===== config.mk =====
export PLATFORM = sky130hd
export DESIGN_NAME = irq_route_bank
export DESIGN_NICKNAME = d
export VERILOG_FILES = /design/src/rtl/irq_route_pkg.sv /design/src/rtl/irq_route_decode.sv /design/src/rtl/irq_route_regs.sv /design/src/rtl/irq_route_fanin.sv /design/src/rtl/irq_route_bank.sv
export SDC_FILE = /design/constraint.sdc
export NUM_CORES = 1
export LEC_CHECK = 0
export ABC_AREA = 0
export BUFFER_PORTS_ARGS = -buffer_cell sky130_fd_sc_hd__buf_2
export CAP_MARGIN = 30
export CORE_UTILIZATION = 50
export CTS_CLUSTER_SIZE = 28
export DETAILED_ROUTE_END_ITERATION = 8
export PLACE_DENSITY_LB_ADDON = 0.1
export SYNTH_ARGS = -nofsm -noshare
export SYNTH_HDL_FRONTEND = slang
export SYNTH_HIERARCHICAL = 1
export SYNTH_SLANG_ARGS = --single-unit

===== constraint.sdc =====
create_clock -name clk -period 2.19 [get_ports clk]
set_input_delay 0.1095 -clock clk [delete_from_list [all_inputs] [get_ports clk]]
set_output_delay 0.1095 -clock clk [all_outputs]
set_load 0.01 [all_outputs]

===== src/rtl/irq_route_pkg.sv =====
package irq_route_pkg;

    localparam int          PIN_MAX     = 8;
    localparam int          ADDR_W      = 12;
    localparam int          DATA_W      = 32;

    localparam logic [11:0] LOCK_ADDR   = 12'h00C;
    localparam logic [11:0] ROUTE_BASE  = 12'h014;
    localparam int          PORT_STRIDE = 32;
    localparam logic [3:0]  STATUS_PAGE = 4'h2;

    localparam int          WLOCK_BIT   = 28;
    localparam int          RLOCK_BIT   = 27;

    // Ones across the low cnt bits; a count of 8 gives all ones.
    function automatic logic [PIN_MAX-1:0] pin_valid(input logic [3:0] cnt);
        logic [PIN_MAX:0] v;
        v = (9'd1 << cnt) - 9'd1;
        return v[PIN_MAX-1:0];
    endfunction

endpackage


===== src/rtl/irq_route_decode.sv =====
module irq_route_decode
    import irq_route_pkg::*;
#(
    parameter int NUM_PORTS = 4,
    parameter int NUM_LINES = 8
) (
    input  logic [ADDR_W-1:0] addr_i,
    output logic              lock_hit_o,
    output logic              route_hit_o,
    output logic              status_hit_o,
    output logic [2:0]        port_o,
    output logic [2:0]        line_o
);

    localparam logic [11:0] ROUTE_SPAN = 12'(NUM_PORTS * PORT_STRIDE);

    logic [11:0] off;

    always_comb begin
        off          = addr_i - ROUTE_BASE;
        lock_hit_o   = (addr_i == LOCK_ADDR);
        route_hit_o  = (addr_i >= ROUTE_BASE) && (off < ROUTE_SPAN) &&
                       (off[1:0] == 2'b00) && (int'(off[4:2]) < NUM_LINES);
        status_hit_o = (addr_i[11:8] == STATUS_PAGE) &&
                       (int'(addr_i[7:5]) < NUM_PORTS) &&
                       (int'(addr_i[4:2]) < NUM_LINES) &&
                       (addr_i[1:0] == 2'b00);
        port_o       = route_hit_o ? off[7:5] : addr_i[7:5];
        line_o       = route_hit_o ? off[4:2] : addr_i[4:2];
    end

endmodule


===== src/rtl/irq_route_regs.sv =====
module irq_route_regs
    import irq_route_pkg::*;
#(
    parameter int                     NUM_PORTS  = 4,
    parameter int                     NUM_LINES  = 8,
    parameter logic [NUM_PORTS*4-1:0] PIN_COUNTS = 16'h3858,
    localparam int                    NSLOT      = NUM_PORTS * NUM_LINES
) (
    input  logic                     clk,
    input  logic                     rst_n,
    input  logic                     wr_en_i,
    input  logic                     lock_hit_i,
    input  logic                     route_hit_i,
    input  logic [2:0]               port_i,
    input  logic [2:0]               line_i,
    input  logic [PIN_MAX-1:0]       mask_wdata_i,
    input  logic                     wlock_set_i,
    input  logic                     rlock_set_i,
    output logic [NSLOT*PIN_MAX-1:0] masks_o,
    output logic                     wlock_o,
    output logic                     rlock_o
);

    typedef struct packed {
        logic                           wlock;
        logic                           rlock;
        logic [NSLOT-1:0][PIN_MAX-1:0]  mask;
    } state_t;

    state_t st_d, st_q;

    always_comb begin
        st_d = st_q;
        if (wr_en_i && lock_hit_i) begin
            st_d.wlock = st_q.wlock | wlock_set_i;
            st_d.rlock = st_q.rlock | rlock_set_i;
        end
        if (wr_en_i && route_hit_i && !st_q.wlock && !st_q.rlock) begin
            for (int p = 0; p < NUM_PORTS; p++) begin
                for (int x = 0; x < NUM_LINES; x++) begin
                    if (port_i == 3'(p) && line_i == 3'(x)) begin
                        st_d.mask[p*NUM_LINES+x] =
                            mask_wdata_i & pin_valid(PIN_COUNTS[p*4 +: 4]);
                    end
                end
            end
        end
    end

    always_ff @(posedge clk or negedge rst_n) begin
        if (!rst_n) st_q <= '0;
        else        st_q <= st_d;
    end

    assign masks_o = st_q.mask;
    assign wlock_o = st_q.wlock;
    assign rlock_o = st_q.rlock;

endmodule


===== src/rtl/irq_route_fanin.sv =====
module irq_route_fanin
    import irq_route_pkg::*;
#(
    parameter int                     NUM_PORTS  = 4,
    parameter int                     NUM_LINES  = 8,
    parameter logic [NUM_PORTS*4-1:0] PIN_COUNTS = 16'h3858,
    localparam int                    NSLOT      = NUM_PORTS * NUM_LINES
) (
    input  logic [NUM_PORTS*PIN_MAX-1:0] pend_i,
    input  logic [NSLOT*PIN_MAX-1:0]     masks_i,
    output logic [NSLOT*PIN_MAX-1:0]     status_o,
    output logic [NUM_LINES-1:0]         irq_o
);

    for (genvar p = 0; p < NUM_PORTS; p++) begin : g_port
        for (genvar x = 0; x < NUM_LINES; x++) begin : g_line
            assign status_o[(p*NUM_LINES+x)*PIN_MAX +: PIN_MAX] =
                pend_i[p*PIN_MAX +: PIN_MAX] &
                masks_i[(p*NUM_LINES+x)*PIN_MAX +: PIN_MAX] &
                pin_valid(PIN_COUNTS[p*4 +: 4]);
        end
    end

    always_comb begin
        irq_o = '0;
        for (int x = 0; x < NUM_LINES; x++) begin
            for (int p = 0; p < NUM_PORTS; p++) begin
                irq_o[x] = irq_o[x] | (|status_o[(p*NUM_LINES+x)*PIN_MAX +: PIN_MAX]);
            end
        end
    end

endmodule


===== src/rtl/irq_route_bank.sv =====
module irq_route_bank
    import irq_route_pkg::*;
#(
    parameter int                     NUM_PORTS  = 4,
    parameter int                     NUM_LINES  = 8,
    parameter logic [NUM_PORTS*4-1:0] PIN_COUNTS = 16'h3858
) (
    input  logic                         clk,
    input  logic                         rst_n,
    input  logic                         wr_en_i,
    input  logic                         rd_en_i,
    input  logic [ADDR_W-1:0]            addr_i,
    input  logic [DATA_W-1:0]            wdata_i,
    output logic [DATA_W-1:0]            rdata_o,
    input  logic [NUM_PORTS*PIN_MAX-1:0] pend_i,
    output logic [NUM_LINES-1:0]         irq_o
);

    localparam int NSLOT = NUM_PORTS * NUM_LINES;

    typedef struct packed {
        logic [DATA_W-1:0]    rdata;
        logic [NUM_LINES-1:0] irq;
    } out_t;

    logic                     lock_hit, route_hit, status_hit;
    logic [2:0]               sel_port, sel_line;
    logic [NSLOT*PIN_MAX-1:0] route_masks, status_words;
    logic [NUM_LINES-1:0]     irq_next;
    logic                     lock_w, lock_r;
    logic                     wdata_unused;
    out_t                     out_d, out_q;

    assign wdata_unused = ^{wdata_i[31:29], wdata_i[26:8]};

    irq_route_decode #(
        .NUM_PORTS (NUM_PORTS),
        .NUM_LINES (NUM_LINES)
    ) u_decode (
        .addr_i       (addr_i),
        .lock_hit_o   (lock_hit),
        .route_hit_o  (route_hit),
        .status_hit_o (status_hit),
        .port_o       (sel_port),
        .line_o       (sel_line)
    );

    irq_route_regs #(
        .NUM_PORTS  (NUM_PORTS),
        .NUM_LINES  (NUM_LINES),
        .PIN_COUNTS (PIN_COUNTS)
    ) u_regs (
        .clk          (clk),
        .rst_n        (rst_n),
        .wr_en_i      (wr_en_i),
        .lock_hit_i   (lock_hit),
        .route_hit_i  (route_hit),
        .port_i       (sel_port),
        .line_i       (sel_line),
        .mask_wdata_i (wdata_i[PIN_MAX-1:0]),
        .wlock_set_i  (wdata_i[WLOCK_BIT]),
        .rlock_set_i  (wdata_i[RLOCK_BIT]),
        .masks_o      (route_masks),
        .wlock_o      (lock_w),
        .rlock_o      (lock_r)
    );

    irq_route_fanin #(
        .NUM_PORTS  (NUM_PORTS),
        .NUM_LINES  (NUM_LINES),
        .PIN_COUNTS (PIN_COUNTS)
    ) u_fanin (
        .pend_i   (pend_i),
        .masks_i  (route_masks),
        .status_o (status_words),
        .irq_o    (irq_next)
    );

    always_comb begin
        out_d     = out_q;
        out_d.irq = irq_next;
        if (rd_en_i) begin
            out_d.rdata = '0;
            if (lock_hit) begin
                out_d.rdata[WLOCK_BIT] = lock_w;
                out_d.rdata[RLOCK_BIT] = lock_r;
            end
            for (int p = 0; p < NUM_PORTS; p++) begin
                for (int x = 0; x < NUM_LINES; x++) begin
                    if (sel_port == 3'(p) && sel_line == 3'(x)) begin
                        if (route_hit)
                            out_d.rdata[PIN_MAX-1:0] =
                                route_masks[(p*NUM_LINES+x)*PIN_MAX +: PIN_MAX];
                        else if (status_hit)
                            out_d.rdata[PIN_MAX-1:0] =
                                status_words[(p*NUM_LINES+x)*PIN_MAX +: PIN_MAX];
                    end
                end
            end
        end
    end

    always_ff @(posedge clk or negedge rst_n) begin
        if (!rst_n) out_q <= '0;
        else        out_q <= out_d;
    end

    assign rdata_o = out_q.rdata;
    assign irq_o   = out_q.irq;

endmodule


---- Word-level counts from Yosys, hierarchy flattened ----
Index checks and enable logic that the tools add are counted.
operators by class
  add/sub/neg operators ................... 1
  multipliers ............................. 0
  divide/modulo/power cells ............... 0
  order comparisons ....................... 3
  eq/ne operators ......................... 12
  shifts and indexed selects .............. 0
  mux-type cells .......................... 126
  bitwise operators ....................... 58
  reduce and logical (&&, ||, !) cells .... 110
operator list
  operator                                                             number
  two-way mux 8 bit                                                    123
  AND 8 bit                                                            16
  OR reduction 8 bit                                                   16
  AND reduction 2 bit                                                  32
  AND 5 bit                                                            8
  logical AND 1 bit                                                    40
  OR reduction 5 bit                                                   8
  OR 1 bit                                                             26
  AND 3 bit                                                            8
  OR reduction 3 bit                                                   8
  == test 12 x 4 -> 1 bit (second input constant)                      1
  == test 3 x 2 -> 1 bit (second input constant)                       4
  == test 3 bit (second input constant)                                4
  greater-or-equal comparator 12 x 5 -> 1 bit (second input constant)  1
  < comparator 12 x 8 -> 1 bit (second input constant)                 1
  subtractor 12 x 5 -> 12 bit (second input constant)                  1
  == test 3 x 1 -> 1 bit (second input constant)                       2
  zero test 3 bit                                                      2
  two-way mux 3 bit                                                    2
  == test 4 x 2 -> 1 bit (second input constant)                       1
  zero test 2 bit                                                      2
  < comparator 3 bit (second input constant)                           1
  zero test 1 bit                                                      2
  two-way mux 2 bit                                                    1
storage, ports and cells
  register bits after elaboration ......... 212
  bits in latches ......................... 0
  RAM bits ................................ 0
  memory bits (read-only) ................. 0
  input port bits ......................... 80
  output and inout bits ................... 40
  word-level logic and storage cells ...... 346
  memories ................................ 0

---- Longest topological paths before layout ----
  depth after elaboration ................. 128
  depth in mapped cells ................... 16

---- Modules after synthesis ----
The synthesis kept the hierarchy.
modules (own cells, without submodules)
  module            times used  cells an instance  area each (µm²)
  irq_route_regs    1           533                8126.5
  irq_route_bank    1           662                4774.6
  irq_route_fanin   1           329                2214.6
  irq_route_decode  1           38                 317.8

---- Least setup slack after synthesis ----
Ideal clock, no wire load.
  path type ............................... input port to flip-flop
  start ................................... in addr_i[2]
  end ..................................... reg out_q (netlist bit rdata_o[7])
  arrival ................................. 3324 ps
  path slack .............................. -1261 ps
  cell stages on the path ................. 14
  cell sequence ........................... inv_1 -> ha_1 -> and2b_2 -> nor3b_2 -> o21ai_2 -> a21oi_2 -> mux2i_1 -> buf_2 -> nand4bb_1 -> clkbuf_1 -> o31ai_1 -> or4_1 -> nor4_1 -> o21ai_1
between the ends
  word-level cells in the longest chain between the ends .. 128
  elaborated cells between the ends (all ways) .. 173
  those cells by class .................... 1 x add/sub; 2 x order compare; 10 x eq/ne; 124 x mux; 36 x reduce/logical
RTL lines
  item                                line                    text
  from (decl)                         irq_route_bank.sv:12    input logic [ADDR_W-1:0] addr_i,
  subtractor 12 x 5 -> 12 bit         irq_route_decode.sv:20  off = addr_i - ROUTE_BASE;
  < comparator 12 x 8 -> 1 bit        irq_route_decode.sv:22  route_hit_o = (addr_i >= ROUTE_BASE) && (off < ROUTE_SPAN) &&
  logical AND 1 bit (*) (2 in a row)  irq_route_decode.sv:22
  via route_hit                       irq_route_bank.sv:26    logic lock_hit, route_hit, status_hit;
  two-way mux 3 bit (*)               irq_route_decode.sv:29  line_o = route_hit_o ? off[4:2] : addr_i[4:2];
  via sel_line[1]                     irq_route_bank.sv:27    logic [2:0] sel_port, sel_line;
  zero test 3 bit                     irq_route_bank.sv:90    if (sel_port == 3'(p) && sel_line == 3'(x)) begin
  logical AND 1 bit                   irq_route_bank.sv:90
  [... 113 more ...]                  n/a
  two-way mux 8 bit                   irq_route_bank.sv:91    if (route_hit)
  two-way mux 8 bit                   irq_route_bank.sv:90
  two-way mux 8 bit                   irq_route_bank.sv:94    else if (status_hit)
  two-way mux 8 bit                   irq_route_bank.sv:91
  two-way mux 8 bit                   irq_route_bank.sv:90
  two-way mux 8 bit                   irq_route_bank.sv:94
  two-way mux 8 bit                   irq_route_bank.sv:91
  two-way mux 8 bit (*)               irq_route_bank.sv:90
  to (signal assigned)                irq_route_bank.sv:105   else out_q <= out_d;
  to (decl)                           irq_route_bank.sv:32    out_t out_d, out_q;
The timed path passes the listed nets; every way through them passes the cells marked *. The select of a mux whose other input is x is not followed.
A chain may end at the register's enable or synchronous reset.

---- Final worst setup path ----
  start ................................... in addr_i[2]
  end ..................................... reg out_q (netlist bit rdata_o[2])
Same word-level chain as after synthesis.

==> summary.md <==
| Metric | Value |
|---|---|
| Status | `finished with violations` |
| Failing checks | `negative setup slack` |
| CTS tree | `built` |
| FF-to-FF path depth | `5` |
| CTS Buf Count | `26` |
| WP data required | `2.70 ns` |
| Net switching fraction of the power | `0.2778` |
| Post-DP HPWL | `53,050 um` |
| Die boundary height | `177.7 um` |
| Sequential Power Share | `0.388` |
| RSZ-0062 raised after global routing | `yes` |
| TritonCTS Sinks | `212` |
| Power share of the clock group | `0.473` |
| Setup ws final | `-1.031 ns` |
| Share of the synthesized area in the top cell type | `0.3437` |
| Largest net degree at the start of global routing | `65` |
| Final net count | `2,041` |
| First-pass GRT wire length | `104,400 um` |
| Die footprint | `31,570 um^2` |
| DR WL/cell | `30.68 um` |
| Final setup vio count | `208` |
| Clock Skew | `0.03576 ns` |
| Placed cells | `2,280` |
| Synth Instances | `1,562` |
| P_leak | `0.01018 uW` |
| Grt total ovfl | `0` |
| Cell Rows | `63` |
| First-pass DRT Iterations | `6` |
| Worst-path clk slew | `0.06 ns` |
| H-tree Lvls | `1` |
| Final-report hold violation count | `0` |
| Most instantiated cells after synthesis | `dfrtp_1 (212), mux2_2 (191), and2_1 (189)` |
| Initial antenna violation count | `9` |
| Worst Path Arrival | `3.73 ns` |
| Syn avg cell area | `9.881 um^2` |
| Initial DRC Count | `1,667` |
| Final Total Pwr | `10,230 uW` |
| Synth unique cells | `79` |
| Clock Tree Buf Depth | `3` |
| Crit Path Class | `in2reg` |
| Final Wtd Congestion | `1.048` |
| Root buf cell | `clkbuf_16` |
| Area Overhead vs Synth | `36.38%` |
| Clock latency on the worst-skew pair | `0.60 ns` |
| Largest cells by area after synthesis | `dfrtp_1 (34%), mux2_2 (14%), and2_1 (7.7%)` |
| PortBufs | `67` |
| Fin cells | `2,374` |
| Power Density | `486.1 nW/um^2` |
| Fin. max-slew vios | `0` |
| Critical Path Source Type | `input port` |
| Synthesis-stage register bit count | `212` |
| Synth Warn # | `6` |
| Number of synthesized flops with an enable pin | `0` |
| P_sw | `2843 uW` |
| Initial Util | `0.5139` |
| Synth Flop Type | `dfrtp_1` |
| Ys async rst share | `1.000` |
| Synth Cell Area | `15,430 um^2` |
| Vias in the first global route | `15,190` |
| Slew headroom | `0.3900` |
| Share of cells above drive strength 1 | `0.4386` |
| Die X | `177.7 um` |
| # Max-Cap Violations | `0` |
| CP Max Fanout | `8` |
| DRT Wirelength | `72,830 um` |
| Combinational share of power | `0.139` |
| DR vias/cell | `6.546` |
| Core area | `30,030 um^2` |
| # IOs | `120` |
| Slew @ Worst Pin | `0.9151 ns` |
| Nature of the critical path endpoint | `register` |
| Max Clock Freq | `310.5 MHz` |
| Post-layout min period | `3.221 ns` |
| Most instantiated library cell after synthesis | `dfrtp_1` |
| Period Utilization, post-route | `1.471` |
| Max IR drop VDD | `0.6827 mV` |
| Total Routing Usage GR | `0.4654` |
| Vias after detailed routing | `15,540` |
| Remaining DRCs | `0` |
| Int Pwr | `7389 uW` |
| Routed Antenna Nets | `0` |
| Area leader, netlist | `dfrtp_1` |
| Min-delay worst type | `in2async` |
| Setup_tns | `-86.10 ns` |
| Register area share after synthesis | `0.3437` |
[worst max-delay path: stages]
cell and delay (ns):
buf_8 0.08, clkinvlp_4 0.09, ha_4 0.17, nand2b_4 0.15
nor4_4 0.28, o21ai_2 0.13, buf_4 0.15, a21oi_4 0.25
buf_12 0.17, xnor2_4 0.18, buf_4 0.20, nand4bb_4 0.12
buf_6 0.16, a2111oi_1 0.72, a2111oi_2 0.11, buf_4 0.20
nand4_1 0.07, nor4_1 0.06, buf_4 0.14, a21oi_1 0.16
[cell type report]
class                      count  area [um^2]
fill                        2247         8985
inverter                      22        93.84
antenna                        5        12.51
clock buffer                  33        676.9
clock inverter                15        256.5
tap                          390        488.0
sequential                   212         5305
multi-input combinational   1214        10010
timing repair buffer         483         4207
[flip-flops by register name (all words and copies together), names as in the netlist]
register	cells
irq_o	8
u_regs/wlock_o	1
u_regs/rlock_o	1
rdata_o	10
u_regs/masks_o	192
[per-stage QoR]
step,cell area (um^2),util,setup slack (ns),hold WS [ns]
2_1_floorplan,16220,-,-0.9370,-0.1861
3_3_place_gp,18550,0.6178,-1.911,0.1026
3_5_place_dp,18550,0.6178,-1.980,0.1063
4_1_cts,20690,0.6890,-0.7991,0.08374
5_1_grt,21040,0.7005,-1.040,0.1205
6_report,21050,0.7008,-1.031,0.07793
[worst paths after layout]
path,start,to,slack (ns)
max,addr_i[2],rdata_o[2],-1.03
max reg2reg,u_regs/masks_o[240],irq_o[6],-0.30
min,rst_n,u_regs/masks_o[0],0.08
max in group asynchronous,rst_n,u_regs/masks_o[114],1.39
min reg2reg,u_regs/masks_o[186],u_regs/masks_o[186],0.52
min in group clk,rd_en_i,rdata_o[6],0.10
[power groups by stage]
stage | Clock (uW) | Combinational [uW] | Sequential (uW)
2_1_floorplan | 0 | 601 | 4040
3_3_place_gp | 0 | 1170 | 4040
3_5_place_dp | 0 | 1170 | 4040
4_1_cts | 4860 | 1300 | 3970
5_1_grt | 4990 | 1470 | 3970
6_report | 4840 | 1420 | 3970
[timing repair]
item                                    4_1_cts  5_1_grt
buffers inserted                             25       11
gates resized for setup                     188       63
hold endpoints to repair                    195        0
pin swaps                                    39       33
endpoints found under the setup margin      208      208
hold buffers                                  5        0
cloned                                        4        0
[routing by layer]
| layer | vias to the layer above | wire length, um | GRT usage |
|---|---|---|---|
| met4 | 4 | 5522 | 0.2988 |
| met3 | 274 | 7987 | 0.1294 |
| met1 | 7773 | 28610 | 0.6037 |
| li1 | 6532 | - | - |
| met2 | 958 | 30680 | 0.6789 |
| met5 | - | 25 | 0 |
[cells by family (layout without fill, tap and decap cells)]
logic type,count (synthesis),count (layout),share of synthesized area
compound gates,357,357,0.1797
xor+xnor,4,4,0.002270
fa+ha+maj,2,2,0.001621
buf+inv,283,553,0.1112
flops,212,212,0.3437
mux,195,195,0.1420
other cells,3,155,0.0007296
simple gates,506,506,0.2187
[cells in the final DEF, fill, tap and decap left out, types with 21 or more instances in the layout]
master	count
o21ai_0	21
conb_1	150
o221ai_1	90
buf_4	322
clkbuf_16	26
and2_1	188
o2111a_1	24
nand2b_1	30
mux2_2	152
buf_2	64
o22ai_1	116
buf_6	46
nand4_1	27
or4_1	54
nor2_1	26
buf_12	32
dfrtp_1	212
mux2_4	39
Note: power is estimated with default switching activity, not from simulation.
